## config.mk

```make
export PLATFORM = sky130hd
export DESIGN_NAME = sdr_single_read
export DESIGN_NICKNAME = d
export VERILOG_FILES = /design/src/rtl/sdr_rd_pkg.sv /design/src/rtl/sdr_rd_ctrl.sv /design/src/rtl/sdr_rd_datapath.sv /design/src/rtl/sdr_single_read.sv
export SDC_FILE = /design/constraint.sdc
export NUM_CORES = 1
export LEC_CHECK = 0
export BUFFER_PORTS_ARGS = -buffer_cell sky130_fd_sc_hd__buf_2
export CORE_UTILIZATION = 35
export CTS_CLUSTER_SIZE = 8
export DETAILED_ROUTE_END_ITERATION = 16
export GPL_ROUTABILITY_DRIVEN = 0
export SLEW_MARGIN = 20
export SYNTH_ARGS = -nofsm -noshare
export SYNTH_HDL_FRONTEND = slang
export SYNTH_SLANG_ARGS = --single-unit
```

## constraint.sdc

```tcl
create_clock -name clk -period 2.55 [get_ports clk]
set_input_delay 0.1275 -clock clk [delete_from_list [all_inputs] [get_ports clk]]
set_output_delay 0.1275 -clock clk [all_outputs]
set_load 0.005 [all_outputs]
```

## src/rtl/sdr_rd_pkg.sv

```systemverilog
package sdr_rd_pkg;

  // command encoding on {csN, rasN, casN, weN}
  typedef enum logic [3:0] {
    CMD_ACT = 4'b0011,
    CMD_RD  = 4'b0101,
    CMD_PRE = 4'b0010,
    CMD_NOP = 4'b0111
  } sdrCmd_e;

  // control -> datapath strobes, at most one per cycle
  typedef struct packed {
    logic act;
    logic rd;
    logic pre;
  } seqStrobe_t;

  function automatic int ceilDiv(input int num, input int den);
    return (num + den - 1) / den;
  endfunction

  function automatic int maxOf(input int a, input int b);
    return (a > b) ? a : b;
  endfunction

endpackage

```

## src/rtl/sdr_rd_ctrl.sv

```systemverilog
module sdr_rd_ctrl
  import sdr_rd_pkg::*;
#(
  parameter int CLK_PS  = 10000,
  parameter int TRCD_PS = 20000,
  parameter int TRAS_PS = 44000,
  parameter int TRP_PS  = 20000,
  parameter int TRC_PS  = 66000,
  parameter int CAS_LAT = 2
) (
  input  logic       clk,
  input  logic       rstN,
  input  logic       reqValid,
  output seqStrobe_t strb,
  output logic       busy
);

  localparam int RCD_CYC = ceilDiv(TRCD_PS, CLK_PS);
  localparam int RAS_CYC = ceilDiv(TRAS_PS, CLK_PS);
  localparam int RP_CYC  = ceilDiv(TRP_PS, CLK_PS);
  localparam int RC_CYC  = ceilDiv(TRC_PS, CLK_PS);
  localparam int PRE_T   = maxOf(RAS_CYC, RCD_CYC + CAS_LAT);
  localparam int NEXT_T  = maxOf(RC_CYC, PRE_T + RP_CYC);
  localparam int TMR_MAX = maxOf(maxOf(RCD_CYC, RAS_CYC),
                                 maxOf(maxOf(RP_CYC, RC_CYC), CAS_LAT));
  localparam int TMR_W   = $clog2(TMR_MAX + 1);
  localparam int NT      = 5;
  localparam int T_RCD   = 0;
  localparam int T_RAS   = 1;
  localparam int T_RC    = 2;
  localparam int T_CAS   = 3;
  localparam int T_RP    = 4;

  typedef enum logic [1:0] {ST_IDLE, ST_OPEN, ST_RDWAIT, ST_CLOSE} seqState_e;

  seqState_e        state;
  logic [TMR_W-1:0] tmr     [NT];
  logic [TMR_W-1:0] tmrInit [NT];
  logic [NT-1:0]    tmrLoad;
  logic [NT-1:0]    tmrZero;
  logic             ready;

  assign tmrInit[T_RCD] = TMR_W'(RCD_CYC - 1);
  assign tmrInit[T_RAS] = TMR_W'(RAS_CYC - 1);
  assign tmrInit[T_RC]  = TMR_W'(RC_CYC - 1);
  assign tmrInit[T_CAS] = TMR_W'(CAS_LAT - 1);
  assign tmrInit[T_RP]  = TMR_W'(RP_CYC - 1);

  // each interval counter starts with the command that opens it
  assign tmrLoad = {strb.pre, strb.rd, strb.act, strb.act, strb.act};

  for (genvar i = 0; i < NT; i++) begin : gTmr
    always_ff @(posedge clk or negedge rstN) begin
      if (!rstN)              tmr[i] <= '0;
      else if (tmrLoad[i])    tmr[i] <= tmrInit[i];
      else if (tmr[i] != '0)  tmr[i] <= tmr[i] - TMR_W'(1);
    end
    assign tmrZero[i] = (tmr[i] == '0);
  end

  assign ready    = (state == ST_IDLE) ||
                    ((state == ST_CLOSE) && tmrZero[T_RP] && tmrZero[T_RC]);
  assign busy     = !ready;
  assign strb.act = ready && reqValid;
  assign strb.rd  = (state == ST_OPEN) && tmrZero[T_RCD];
  assign strb.pre = (state == ST_RDWAIT) && tmrZero[T_RAS] && tmrZero[T_CAS];

  always_ff @(posedge clk or negedge rstN) begin
    if (!rstN) begin
      state <= ST_IDLE;
    end else if (strb.act) begin
      state <= ST_OPEN;
    end else begin
      case (state)
        ST_OPEN:   if (strb.rd)  state <= ST_RDWAIT;
        ST_RDWAIT: if (strb.pre) state <= ST_CLOSE;
        ST_CLOSE:  if (ready)    state <= ST_IDLE;
        default:   state <= ST_IDLE;
      endcase
    end
  end

  // checker counter: edges since the last ACTIVE strobe, saturating
  localparam int SINCE_W = $clog2(NEXT_T + 1) + 1;
  logic [SINCE_W-1:0] sinceAct;
  logic               actSeen;

  always_ff @(posedge clk or negedge rstN) begin
    if (!rstN) begin
      sinceAct <= '0;
      actSeen  <= 1'b0;
    end else begin
      if (strb.act)             sinceAct <= SINCE_W'(1);
      else if (sinceAct != '1)  sinceAct <= sinceAct + SINCE_W'(1);
      if (strb.act)             actSeen  <= 1'b1;
    end
  end

  assert_read_spacing_R3: assert property (@(posedge clk) disable iff (!rstN)
    strb.rd |-> (sinceAct == SINCE_W'(RCD_CYC)));

  assert_pre_spacing_R5: assert property (@(posedge clk) disable iff (!rstN)
    strb.pre |-> (sinceAct >= SINCE_W'(RAS_CYC)) &&
                 (sinceAct >= SINCE_W'(RCD_CYC + CAS_LAT)));

  assert_act_spacing_R6: assert property (@(posedge clk) disable iff (!rstN)
    (strb.act && actSeen) |-> (sinceAct >= SINCE_W'(NEXT_T)));

  assert_busy_on_accept_R2: assert property (@(posedge clk) disable iff (!rstN)
    strb.act |=> busy);

endmodule

```

## src/rtl/sdr_rd_datapath.sv

```systemverilog
module sdr_rd_datapath
  import sdr_rd_pkg::*;
#(
  parameter int BANK_W  = 2,
  parameter int ROW_W   = 12,
  parameter int COL_W   = 9,
  parameter int DATA_W  = 16,
  parameter int AP_BIT  = 10,
  parameter int CAS_LAT = 2
) (
  input  logic              clk,
  input  logic              rstN,
  input  seqStrobe_t        strb,
  input  logic [BANK_W-1:0] reqBank,
  input  logic [ROW_W-1:0]  reqRow,
  input  logic [COL_W-1:0]  reqCol,
  input  logic              reqPreAll,
  input  logic [DATA_W-1:0] dqIn,
  output logic [3:0]        cmdBits,
  output logic [BANK_W-1:0] baOut,
  output logic [ROW_W-1:0]  addrOut,
  output logic [DATA_W-1:0] rdData,
  output logic              rdValid
);

  logic [BANK_W-1:0] bankQ;
  logic [COL_W-1:0]  colQ;
  logic              preAllQ;
  sdrCmd_e           cmdQ;
  logic [ROW_W-1:0]  colAddr;
  logic [ROW_W-1:0]  preAddr;
  logic              rdPipe [CAS_LAT + 1];

  // request fields are taken once, with ACTIVE
  always_ff @(posedge clk or negedge rstN) begin
    if (!rstN) begin
      bankQ   <= '0;
      colQ    <= '0;
      preAllQ <= 1'b0;
    end else if (strb.act) begin
      bankQ   <= reqBank;
      colQ    <= reqCol;
      preAllQ <= reqPreAll;
    end
  end

  // column placement skips the precharge-control bit when it is wide
  if (COL_W <= AP_BIT) begin : gColNarrow
    always_comb begin
      colAddr = '0;
      colAddr[COL_W-1:0] = colQ;
    end
  end else begin : gColWide
    always_comb begin
      colAddr = '0;
      colAddr[AP_BIT-1:0] = colQ[AP_BIT-1:0];
      colAddr[COL_W:AP_BIT+1] = colQ[COL_W-1:AP_BIT];
    end
  end

  always_comb begin
    preAddr = '0;
    preAddr[AP_BIT] = preAllQ;
  end

  always_ff @(posedge clk or negedge rstN) begin
    if (!rstN) begin
      cmdQ    <= CMD_NOP;
      baOut   <= '0;
      addrOut <= '0;
    end else if (strb.act) begin
      cmdQ    <= CMD_ACT;
      baOut   <= reqBank;
      addrOut <= reqRow;
    end else if (strb.rd) begin
      cmdQ    <= CMD_RD;
      baOut   <= bankQ;
      addrOut <= colAddr;
    end else if (strb.pre) begin
      cmdQ    <= CMD_PRE;
      baOut   <= bankQ;
      addrOut <= preAddr;
    end else begin
      cmdQ    <= CMD_NOP;
      baOut   <= '0;
      addrOut <= '0;
    end
  end

  assign cmdBits = cmdQ;

  // read latency pipeline: stage k is set k edges after READ is registered
  always_ff @(posedge clk or negedge rstN) begin
    if (!rstN) rdPipe[0] <= 1'b0;
    else       rdPipe[0] <= strb.rd;
  end

  for (genvar s = 1; s <= CAS_LAT; s++) begin : gLat
    always_ff @(posedge clk or negedge rstN) begin
      if (!rstN) rdPipe[s] <= 1'b0;
      else       rdPipe[s] <= rdPipe[s-1];
    end
  end

  always_ff @(posedge clk or negedge rstN) begin
    if (!rstN) begin
      rdData  <= '0;
      rdValid <= 1'b0;
    end else begin
      rdValid <= rdPipe[CAS_LAT];
      if (rdPipe[CAS_LAT]) rdData <= dqIn;
    end
  end

  assert_single_strobe_R7: assert property (@(posedge clk) disable iff (!rstN)
    $onehot0(strb));

  assert_read_no_autopre_R3: assert property (@(posedge clk) disable iff (!rstN)
    strb.rd |=> (cmdBits == CMD_RD) && !addrOut[AP_BIT]);

  assert_valid_pulse_R4: assert property (@(posedge clk) disable iff (!rstN)
    rdValid |=> !rdValid);

  assert_data_hold_R10: assert property (@(posedge clk) disable iff (!rstN)
    !rdPipe[CAS_LAT] |=> $stable(rdData));

endmodule

```

## src/rtl/sdr_single_read.sv

```systemverilog
module sdr_single_read
  import sdr_rd_pkg::*;
#(
  parameter int CLK_PS  = 10000,
  parameter int TRCD_PS = 20000,
  parameter int TRAS_PS = 44000,
  parameter int TRP_PS  = 20000,
  parameter int TRC_PS  = 66000,
  parameter int CAS_LAT = 2,
  parameter int BANK_W  = 2,
  parameter int ROW_W   = 12,
  parameter int COL_W   = 9,
  parameter int DATA_W  = 16,
  parameter int AP_BIT  = 10,
  localparam int DQM_W  = DATA_W / 8
) (
  input  logic              clk,
  input  logic              rstN,
  input  logic              reqValid,
  input  logic [BANK_W-1:0] reqBank,
  input  logic [ROW_W-1:0]  reqRow,
  input  logic [COL_W-1:0]  reqCol,
  input  logic              reqPreAll,
  output logic              busy,
  output logic              sdCke,
  output logic              sdCsN,
  output logic              sdRasN,
  output logic              sdCasN,
  output logic              sdWeN,
  output logic [BANK_W-1:0] sdBa,
  output logic [ROW_W-1:0]  sdAddr,
  output logic [DQM_W-1:0]  sdDqm,
  input  logic [DATA_W-1:0] dqIn,
  output logic [DATA_W-1:0] rdData,
  output logic              rdValid
);

  seqStrobe_t strb;
  logic [3:0] cmdBits;

  sdr_rd_ctrl #(
    .CLK_PS (CLK_PS),
    .TRCD_PS(TRCD_PS),
    .TRAS_PS(TRAS_PS),
    .TRP_PS (TRP_PS),
    .TRC_PS (TRC_PS),
    .CAS_LAT(CAS_LAT)
  ) i_ctrl (
    .clk     (clk),
    .rstN    (rstN),
    .reqValid(reqValid),
    .strb    (strb),
    .busy    (busy)
  );

  sdr_rd_datapath #(
    .BANK_W (BANK_W),
    .ROW_W  (ROW_W),
    .COL_W  (COL_W),
    .DATA_W (DATA_W),
    .AP_BIT (AP_BIT),
    .CAS_LAT(CAS_LAT)
  ) i_datapath (
    .clk      (clk),
    .rstN     (rstN),
    .strb     (strb),
    .reqBank  (reqBank),
    .reqRow   (reqRow),
    .reqCol   (reqCol),
    .reqPreAll(reqPreAll),
    .dqIn     (dqIn),
    .cmdBits  (cmdBits),
    .baOut    (sdBa),
    .addrOut  (sdAddr),
    .rdData   (rdData),
    .rdValid  (rdValid)
  );

  assign {sdCsN, sdRasN, sdCasN, sdWeN} = cmdBits;
  assign sdCke = 1'b1;
  assign sdDqm = '0;

endmodule

```

==> Word-level counts from Yosys, hierarchy flattened <==
Cells that the tools add are included.
W data, S select, Z words.
{ "classes": {"n_shift": 0, "n_eq_ne": 6, "reduce_logical": 25, "div_mod_pow": 0, "n_addsub": 5, "n_bitwise": 0, "n_mul": 0, "muxes": 24, "n_lt_le_gt_ge": 0} }
{ "ops": {"columns": ["cell", "count"], "rows": [
  ["$mux W3", 11],
  ["$mux W12", 2],
  ["$logic_not A3 Y1", 5],
  ["$reduce_bool A3 Y1", 5],
  ["$sub A3 B1 Y3 const B", 5],
  ["$mux W2", 7],
  ["$mux W11", 1],
  ["$reduce_bool A2 Y1", 5],
  ["$ne A3 B1 Y1 const B", 3],
  ["$mux W4", 2],
  ["$logic_and A1 B1 Y1", 6],
  ["$pmux W2 S3", 1],
  ["$eq A2 B2 Y1 const B", 2],
  ["$reduce_and A3 Y1", 1],
  ["$eq A2 B1 Y1 const B", 1],
  ["$logic_not A2 Y1", 1],
  ["$logic_not A1 Y1", 1],
  ["$logic_or A1 B1 Y1", 1]
]} }
{ "totals": {"input_bits": 43, "latchBits": 0, "mem_bits_ro": 0, "ramBits": 0, "memories": 0, "regBits": 67, "word_cells": 77} }

==> Logic depth before layout (Yosys ltp) <==
Gate-level depths: netlist of run 1.
{ "depth": {"depth_word": 7, "mapped_depth": 10, "depth_no_buf": 7} }

==> Modules after synthesis <==
From an unflattened synthesis of run 1, not the netlist that was laid out.
{ "hier_totals": {"hier_cells": 225, "hier_area_um2": 2907.8} }
{ "by_module_without_submodules": {"columns": ["module", "area_per_inst_um2", "cells_each", "n_inst", "seq_area_each_um2"], "rows": [
  ["sdr_rd_datapath", 1806.7, 113, 1, 1229.9],
  ["sdr_rd_ctrl", 1071.0, 107, 1, 425.4],
  ["sdr_single_read", 30.0, 5, 1, 0.0]
]} }

==> Worst setup path before layout of run 1 <==
OpenSTA, ideal clock, no wires.
{ "synth_path": {"path_kind": "flip-flop to flip-flop", "from": "register i_ctrl.tmr[0] in the netlist's numbering", "to": "register i_ctrl.state[0]", "t_arrival_ns": 1.649, "setup_ns": 0.143, "synth_period_minus_slack_ns": 1.792, "setup_slack_ns": 0.758, "path_stages_with_launch": 10, "cell_sequence": "dfrtp_1 -> inv_1 -> ha_1 -> ha_1 -> clkbuf_2 -> and4b_1 -> o21ai_1 -> buf_2 -> buf_4 -> o211ai_1"} }
{ "synth_between": {"elab_chain_len": 7, "elab_cells_between_ends": 10, "classes_between": "eq/ne: 3; mux: 1; reduce/logical: 6"} }
{ "synth_rtl": {"columns": ["element", "line_no", "source"], "rows": [
  ["start, declared", "sdr_rd_ctrl.sv:37", "logic [TMR_W-1:0] tmr [NT];"],
  ["start signal, assigned by index", "sdr_rd_ctrl.sv:55", "else if (tmrLoad[i]) tmr[i] <= tmrInit[i];"],
  ["$logic_not A3 Y1 (*)", "sdr_rd_ctrl.sv:58", "assign tmrZero[i] = (tmr[i] == '0);"],
  ["$logic_and A1 B1 Y1 (*) (2 in a row)", "sdr_rd_ctrl.sv:62", "((state == ST_CLOSE) && tmrZero[T_RP] && tmrZero[T_RC]);"],
  ["$logic_or A1 B1 Y1 (*)", "sdr_rd_ctrl.sv:61", "assign ready = (state == ST_IDLE) ||"],
  ["$logic_and A1 B1 Y1", "sdr_rd_ctrl.sv:64", "assign strb.act = ready && reqValid;"],
  ["$ne A3 B1 Y1 (no source line)", null, null],
  ["$reduce_and A3 Y1 (no source line)", null, null],
  ["end signal, assigned", "sdr_rd_ctrl.sv:70", "state <= ST_IDLE;"],
  ["end signal, assigned", "sdr_rd_ctrl.sv:72", "state <= ST_OPEN;"],
  ["end signal, assigned", "sdr_rd_ctrl.sv:75", "ST_OPEN: if (strb.rd) state <= ST_RDWAIT;"],
  ["end, declared", "sdr_rd_ctrl.sv:36", "seqState_e state;"]
]} }
Mark *: on every way between the ends. The rest lies on a longest branch, timed or not.
A chain may end at the register's enable or synchronous reset.

==> Final worst setup path of run 1 <==
{ "layout_path": {"from": "register i_ctrl.tmr[0] in the netlist's numbering", "to": "register i_datapath.addrOut[5]"} }
{ "layout_between": {"elab_chain_len": 6} }
{ "layout_rtl": {"columns": ["element", "line_no", "source"], "rows": [
  ["$logic_not A3 Y1", "sdr_rd_ctrl.sv:58", null],
  ["$logic_and A1 B1 Y1 (2 in a row)", "sdr_rd_ctrl.sv:62", null],
  ["$logic_or A1 B1 Y1", "sdr_rd_ctrl.sv:61", null],
  ["$logic_and A1 B1 Y1", "sdr_rd_ctrl.sv:64", null],
  ["$mux W12", "sdr_rd_datapath.sv:71", "end else if (strb.act) begin"],
  ["end signal, assigned", "sdr_rd_datapath.sv:74", "addrOut <= reqRow;"],
  ["end signal, assigned", "sdr_rd_datapath.sv:78", "addrOut <= colAddr;"],
  ["end signal, assigned", "sdr_rd_datapath.sv:82", "addrOut <= preAddr;"],
  ["end, declared", "sdr_rd_datapath.sv:21", "output logic [ROW_W-1:0] addrOut,"]
]} }
No other way between the ends.

==> impl_metrics.toml, run 1 <==
[run_status]
status = "finished clean"

[floorplanning]
rows = 32
die_x_um = 91.5
num_io_pins = 82
initial_core_util_pct = 36.3
die_h_um = 91.5
die_area_mm2 = 0.00837
coreArea_mm2 = 0.00773

[timing]
tns_ps = 0
setup_viol = 0
rsz0062_at_grt = "false"
relSlewSlack_pct = 50.0
worst_pin_slew_ps = 750
finalCriticalPeriod_ps = 1950
period_share_pct = 76.6
fmax_ghz = 0.512
finalHoldViolations = 0
finClkSkew_ps = 8.53
slew_violations = 0

[pwr]
p_leak_uw = 0.00196
totalPowerFinal_uw = 4030
ir_worst_vdd_mv = 0.429
power_density_mw_per_mm2 = 1090

[finish]
finalNetCount = 421
fin_area_mm2 = 0.00369
n_antenna_cell = 0
drive_gt1_share_pct = 32.5
final.fill_count = 693
syn_to_final_growth_pct = 31.7

[global_route]
grt_pass1_wl_um = 9020
grt_usage_pct = 13.8
antenna_found_initial = 0
grt_max_degree = 63
grt_pass1_vias = 2044
grt-ovfl-total = 0

[place]
place_hpwl_um = 3490
placed_area_mm2 = 0.00327
portBuffers = 77

[clock_tree]
cts_tree = "done"
numCtsBuffers = 9
cts_root_buffer = "clkbuf_8"
cts_max_level = 3
path_clk_slew_ps = 70
clock-sinks = 66
insertion_delay_ps = 330
clock_path_buffers = 2

[drt]
drt_pass1_iterations = 4
via_count = 2064
drc = 0
routed_wl_um = 5100
antenna_left = 0
avgViaCountPerCell = 4.38
wire_per_inst_um = 10.8
drt_first_iter_violations = 89

[synthesis]
ys_ff_latch = 66
synth_area_mm2 = 0.00280
ys_warn_count = 0
synth-seq-area-share_pct = 59.0
synth-async-reset-ratio_pct = 100
synth_ff_type = "dfrtp_1"
synth_cell_types = 33
syn_inst = 262
avgSynthCellArea_um2 = 10.7
synth_edf_count = 0

[setup_path]
crit_type = "register to register"
crit_chain = "inv_1 > ha_1 > ha_1 > and4b_1 > o21a_1 > buf_4 > nand2_1 > nand2_1"
worstSetupEndpointType = "register"
critPathMaxFanout = 16
slowest_delay_ps = 390
rrSetupSlack_ps = 600
critPathArrivalTime_ps = 2210
critPathLaunchType = "register"
required_ps = 2810
worst_path_max_delay_cell = "dfrtp_1"

[job]
maxCapViolations = 0

[min_path]
hold_path.class = "input port to register"
## layout by cell type, fill, tap and decap left out, types with 2 or more instances in the layout
master / instances
dlygate4sd3_1: 23
buf_2: 77
mux2_2: 16
buf_4: 5
conb_1: 4
nand3_1: 10
nand2b_1: 3
inv_1: 16
xor2_1: 3
dfrtp_1: 63
o21ai_0: 3
mux2i_1: 3
clkbuf_8: 13
nand3b_1: 2
clkbuf_1: 2
and2_1: 2
ha_1: 14
xnor2_1: 2
a21oi_1: 6
dfstp_2: 3
nor2_1: 22
nand2_1: 65
## critical path: cells and delay by family (launching register included)
family          cells  cell delay, ps
simple gates        3             440
fa+ha+maj           2             420
buf+inv             2             330
compound gates      1             290
flops               1             390
## cell type report
cell class                      instances  area, µm²  area share, %
Timing Repair Buffer                  105        653           17.7
Inverter                               17       63.8           1.73
Multi-Input combinational cell        165       1000           27.1
Clock inverter                          1       7.51          0.203
Tap cell                              102        128           3.46
Clock buffer                           15        186           5.05
Sequential cell                        66       1660           44.8
## final timing paths
path | startpoint | end | cells past startpoint
hold / removal | reqRow[2] | i_datapath.addrOut[2] | 3
max in group asynchronous | rstN | i_datapath.baOut[1] | 3
setup reg to reg | i_ctrl.tmr[0] | i_datapath.addrOut[5] | 8
min in group asynchronous | rstN | i_datapath.rdData[2] | 2
hold reg to reg | i_datapath.rdPipe[1] | i_datapath.rdPipe[0] | 0
setup / recovery | i_ctrl.tmr[0] | i_datapath.addrOut[5] | 8
## metrics by stage
step	util, %	std cells	setup slack (ps)	hold WS [ps]
floorplan	-	264	758	-168
global placement	42.3	432	656	-59.2
detailed placement	42.3	432	598	-60.6
CTS	47.8	471	569	3.94
global route	47.8	471	410	7.85
finish	47.8	471	597	13.6
## Yosys cell counts (all sizes together), types with 2 or more instances
cell     n  share of area (%)
a21oi    6                1.1
and2     3               0.71
buf     13                3.0
clkbuf   3               0.45
conb     2               0.27
dfrtp   63                 56
dfstp    3                2.8
ha      14                6.2
inv     17                2.3
mux2    16                6.4
mux2i    3                1.1
nand2   65                8.7
nand2b   3               0.67
nand3   10                1.8
nand3b   2               0.54
nor2    23                3.2
o21ai    4               0.71
xnor2    2               0.62
xor2     3               0.94
## metal layers
metal	wire length, µm	part of all wire (%)	vias to the layer above	track usage (%)
li1	-	-	1026	-
met1	2370	47	958	17.2
met2	2320	46	72	22.6
met3	335	6.6	8	3.43
met4	70	1.4	0	6.08
met5	0	0	-	0
## power breakdown
group | internal, µW | switching [µW] | leakage [µW] | total (µW)
combinational | 738 | 760 | 0.00104 | 1500
sequential | 1500 | 215 | 0.000818 | 1710
clock | 461 | 356 | 0.0000960 | 817
total | 2700 | 1330 | 0.00196 | 4030
## timing repair
item	in CTS	in global routing
setup buffers	0	0
hold buffers	23	0
gates resized for setup	0	0
hold endpoints to repair	26	0
## kinds of logic after synthesis
logic type | count (synthesis) | synth area share, %
xor gates and xnor gates | 5 | 1.56
muxes | 19 | 7.50
and+or+nand+nor | 109 | 16.7
AOI/OAI and AO/OA | 14 | 2.95
DFF | 66 | 59.0
buffers and inverters | 33 | 5.71
other | 2 | 0.268
adders and majority gates | 14 | 6.25
## sequential cells by signal, indices dropped and copies added, names as in the netlist
name	flops
i_datapath.rdValid	1
i_datapath.rdPipe	3
i_datapath.bankQ	2
i_ctrl.state	2
i_datapath.rdData	16
i_datapath.cmdBits	3
i_datapath.addrOut	12
i_datapath.colQ	9
i_datapath.baOut	2
i_datapath.preAllQ	1
i_ctrl.tmr	15
Power figures use the tool's default switching activity.
==> inputs of run 2 (changes only) <==
- clock period: 2.55 -> 2 ns (I/O delays scaled with it)
==> run 2 against run 1 <==
Register-to-register slack got worse by 360 ps. Die area unchanged. Via count increased by 3.5%. Power increased by 34%. Hold slack improved by 110 ps. Sequential cell count unchanged. Wire length increased by 6.8%. Final cell count increased by 4.5%. Critical endpoint is now i_datapath.addrOut[4]. Largest power group unchanged.
==> impl_metrics.toml, run 2 (synthesis results as in run 1) <==
[clock_tree]
insertion_delay_ps = 330
clock_path_buffers = 2
cts_root_buffer = "clkbuf_8"
cts_tree = "done"
clock-sinks = 66
numCtsBuffers = 9
cts-resized-gates = 0
path_clk_slew_ps = 70
cts_max_level = 3

[drt]
avgViaCountPerCell = 4.34
routed_wl_um = 5450
routed.top_layer = "met4"
dr_wl_met2_um = 2670
drc = 0
drt_pass1_iterations = 4
wl_met3_um = 340
via_count = 2137
antenna_left = 0
wl_met1_um = 2380
drt_first_iter_violations = 113
wire_per_inst_um = 11.1

[job]
maxCapViolations = 0

[floorplanning]
rows = 32
coreArea_mm2 = 0.00773
die_area_mm2 = 0.00837
num_io_pins = 82
initial_core_util_pct = 36.3
die_x_um = 91.5
die_h_um = 91.5

[setup_path]
worstSetupEndpointType = "register"
required_ps = 2260
critPathLaunchType = "register"
critPathMaxFanout = 12
critPathArrivalTime_ps = 2030
reg2regPathDepth = 8
crit_type = "register to register"

[pwr]
power_density_mw_per_mm2 = 1360
ir_worst_vdd_mv = 0.761
totalPowerFinal_uw = 5380
p_leak_uw = 0.00208

[global_route]
grt_pass1_wl_um = 9290
grt_max_degree = 32
grt-ovfl-total = 0
grt_pass1_vias = 2095
antenna_found_initial = 0
grt_usage_pct = 14.5

[finish]
largest_reg_flops = 16
regMostFlops = "i_datapath.rdData"
reg_top3 = "i_datapath.rdData x16, i_ctrl.tmr x15, i_datapath.addrOut x12"
n_antenna_cell = 0
post-route-util_pct = 51.1
final_cell_mix = "buf_2 (77), nand2_1 (65), dfrtp_1 (63)"
syn_to_final_growth_pct = 40.9
fin_area_mm2 = 0.00395
drive_gt1_share_pct = 32.1
final_common_cell = "buf_2"
finalNetCount = 443

[timing]
fmax_ghz = 0.568
setup_viol = 0
period_share_pct = 88.1
worst_pin_slew_ps = 663
finClkSkew_ps = 5.94
finalHoldViolations = 0
finalCriticalPeriod_ps = 1760
rsz0062_at_grt = "false"
relSlewSlack_pct = 55.8
finalWorstSetupSlack_ps = 238
tns_ps = 0
slew_violations = 0

[place]
portBuffers = 77
placed_area_mm2 = 0.00332
place_ws_ps = 152
place_hpwl_um = 3530

[min_path]
min_path_cells = 4
hold_path.class = "input port to register"

[run_status]
status = "finished clean"
-- run 2: cell types whose count changed in the layout (fill, tap and decap cells not counted), sizes merged --
| cell | delta |
|---|---|
| buf | +4 |
| clkinv | +3 |
| clkbuf | -5 |
| clkinvlp | -1 |
| dlygate4sd3 | +18 |
| bufinv | +2 |
-- run 2: cell type report --
| class | instances | area (µm²) |
|---|---|---|
| Sequential cell | 66 | 1660 |
| Timing Repair Buffer | 127 | 888 |
| Clock inverter | 5 | 78.8 |
| Multi-Input combinational cell | 165 | 1000 |
| Fill cell | 665 | 3780 |
| Clock buffer | 10 | 138 |
| Tap cell | 102 | 128 |
| Inverter | 17 | 63.8 |
-- run 2: where the power goes --
part	total (µW)	switching [µW]	internal (µW)
sequential	2190	284	1910
combinational	2000	978	1020
clock	1190	467	726
-- run 2: final timing paths --
path	start	to	slack, ps
worst min register to register	i_datapath.rdPipe[2]	i_datapath.rdPipe[1]	350
worst max register to register	i_ctrl.tmr[0]	i_datapath.addrOut[4]	240
min in group asynchronous	rstN	i_datapath.rdData[2]	250
worst min-delay path	reqValid	i_datapath.bankQ[1]	130
worst max-delay path	i_ctrl.tmr[0]	i_datapath.addrOut[4]	240
max in group asynchronous	rstN	i_datapath.rdPipe[2]	1070
-- run 2: layer usage --
metal	track usage [%]	vias to the layer above
met5	0	-
met4	3.57	0
li1	-	1071
met2	25.8	67
met3	5.95	7
met1	15.9	992
-- run 2: timing repair --
action                                  4_1_cts  5_1_grt
hold buffers                                 40        1
endpoints found under the setup margin        0        1
buffers inserted                              0        1
endpoints found under the hold margin        55        1
-- run 2: stage by stage --
| step | cells | hold WS, ps |
|---|---|---|
| final | 492 | 126 |
| after global routing | 492 | 142 |
| after CTS | 490 | 0.475 |
| after detailed placement | 435 | 74.9 |
| after global placement | 435 | 69.7 |
| after floorplan | 264 | -196 |
-- run 2: worst max-delay path: stages, from the launching register on --
cell     delay (ps)
dfrtp_1         370
inv_1            50
ha_1            200
ha_1            210
and4b_1         250
o21ai_2         220
buf_4           220
nand3_1          90
nand2_1         100
==> inputs of run 3 (changes only) <==
- CORE_MARGIN: not set -> 8
- MAX_ROUTING_LAYER: not set -> met4
- SKIP_CTS_REPAIR_TIMING: not set -> 1
==> run 3 against run 2 <==
Sequential cell count is the same. First-iteration DRC count decreased by 56%. Sequential share of layout area is 0.15 points higher. Sequential power about the same. Via count is 0.33% lower. Clock power down 4%. Final area shrank 0.35%. Critical endpoint is now i_ctrl.state[1]. Largest cell class unchanged. Highest routed layer unchanged.
==> impl_metrics.toml, run 3 (synthesis results as in run 1) <==
[run_status]
status = "finished clean"

[clock_tree]
cts_max_level = 3
path_clk_slew_ps = 70
numCtsBuffers = 9
cts_tree = "done"
clock_path_buffers = 2
cts_root_buffer = "clkbuf_8"
clock-sinks = 66
insertion_delay_ps = 340

[min_path]
min_path_cells = 2
worstHoldStart = "reqRow[11]"
hold_path.class = "input port to register"

[global_route]
grt_pass1_vias = 2138
grt_max_degree = 67
grt-ovfl-total = 0
antenna_found_initial = 0
grt_pass1_wl_um = 10000
grt_usage_pct = 11.5

[pwr]
power_frac_seq_pct = 40.8
power_frac_clock_pct = 21.1
pwr-share-comb_pct = 38.1
p_leak_uw = 0.00206
intPower_uw = 3600
power_density_mw_per_mm2 = 1370
totalPowerFinal_uw = 5400
ir_worst_vdd_mv = 0.614
p_sw_share_pct = 33.4
switchingPower_uw = 1800

[finish]
regMostFlops = "i_datapath.rdData"
final.fill_count = 680
final_common_cell = "buf_2"
final_cell_mix = "buf_2 (77), nand2_1 (65), dfrtp_1 (63)"
reg_top3 = "i_datapath.rdData x16, i_ctrl.tmr x15, i_datapath.addrOut x12"
drive_gt1_share_pct = 32.2
syn_to_final_growth_pct = 40.4
finalNetCount = 443
n_antenna_cell = 0
largest_reg_flops = 16

[setup_path]
critPathMaxFanout = 7
critPathArrivalTime_ps = 2040
rrSetupSlack_ps = 200
r2r-start = "i_ctrl.tmr[3]"
crit_chain = "inv_1 > ha_1 > ha_1 > nand3b_1 > a222oi_1 > buf_4 > mux2i_1 > nor2_2"
slowest_delay_ps = 390
reg2regPathDepth = 8
crit_family = "adder cells"
path_depth = 8
worstSetupEndpointType = "register"
cp-startpoint = "i_ctrl.tmr[3]"
critPathLaunchType = "register"
worst_path_max_delay_cell = "dfrtp_1"
required_ps = 2230
cp_common_cell = "ha_1"
critPathBufInv = 2
crit_type = "register to register"

[job]
maxCapViolations = 0

[timing]
fmax_ghz = 0.554
rsz0062_at_grt = "false"
finalCriticalPeriod_ps = 1800
finalHoldViolations = 0
finClkSkew_ps = 6.29
slew_violations = 0
relSlewSlack_pct = 57.4
worst_pin_slew_ps = 640
tns_ps = 0
setup_viol = 0
period_share_pct = 90.2

[drt]
drc = 0
via_count = 2130
drt_pass1_iterations = 4
routed_wl_um = 6400
drt_first_iter_violations = 50
avgViaCountPerCell = 4.32
wire_per_inst_um = 13.0
antenna_left = 0

[floorplanning]
initial_core_util_pct = 36.3
die_h_um = 106
coreArea_mm2 = 0.00773
die_area_mm2 = 0.0111
rows = 32
die_x_um = 106
num_io_pins = 82

[place]
portBuffers = 77
place_hpwl_um = 4200
## run 3: cell types whose count changed in the layout (fill, tap and decap cells not counted)
cell and delta:
clkinvlp_4 +2, buf_4 +1, bufinv_16 -1, clkbuf_1 +1, clkbuf_8 +1, clkinv_2 -1, clkinv_4 -1, dlygate4sd3_1 -1
## run 3: routing by layer
layer	vias up	global-route usage [%]	share of wire (%)
li1	1069	-	-
met1	975	13.1	44
met2	76	17.3	47
met3	10	5.18	7.8
met4	0	5.13	1.8
met5	-	-	0
## run 3: stage by stage
stage	utilization [%]	instances	hold WS, ps	area (µm²)	setup WS (ps)
after floorplan	-	264	-196	2810	208
after global placement	42.9	435	145	3320	180
after detailed placement	42.9	435	141	3320	144
after CTS	45.6	451	-241	3520	133
after global routing	51.0	493	5.82	3940	28.7
final	51.0	493	8.97	3940	196
## run 3: layout make-up
type / count / area (µm²) / area share [%]
repair buffers: 127 / 886 / 22.5
inverters: 17 / 63.8 / 1.62
clock inverters: 4 / 50.0 / 1.27
clock buffers: 12 / 155 / 3.94
multi-input cells: 165 / 1000 / 25.4
flip-flops and latches: 66 / 1660 / 42.0
well taps: 102 / 128 / 3.24
## run 3: worst register-to-register path: cells and delay by family, from the launching register on
kind	cells	cell delay, ps
compound gates	1	260
fa+ha+maj	2	420
buf+inv	2	240
flops	1	390
mux	1	200
simple gates	2	180
## run 3: path summary, 6_finish.rpt
path / to
max: i_ctrl.state[1]
min: i_datapath.addrOut[11]
max reg2reg: i_ctrl.state[1]
min reg2reg: i_datapath.rdPipe[1]
max in group asynchronous: i_datapath.cmdBits[0]
min in group asynchronous: i_datapath.rdData[3]
## run 3: power by group through the flow
stage               registers [µW]  logic, µW  clock network (µW)
detailed placement            2220       1980                   0
global route                  2280       2390                1260
floorplan                     2190       1320                   0
finish                        2200       2060                1140
CTS                           2200       1990                1190
global placement              2200       1910                   0
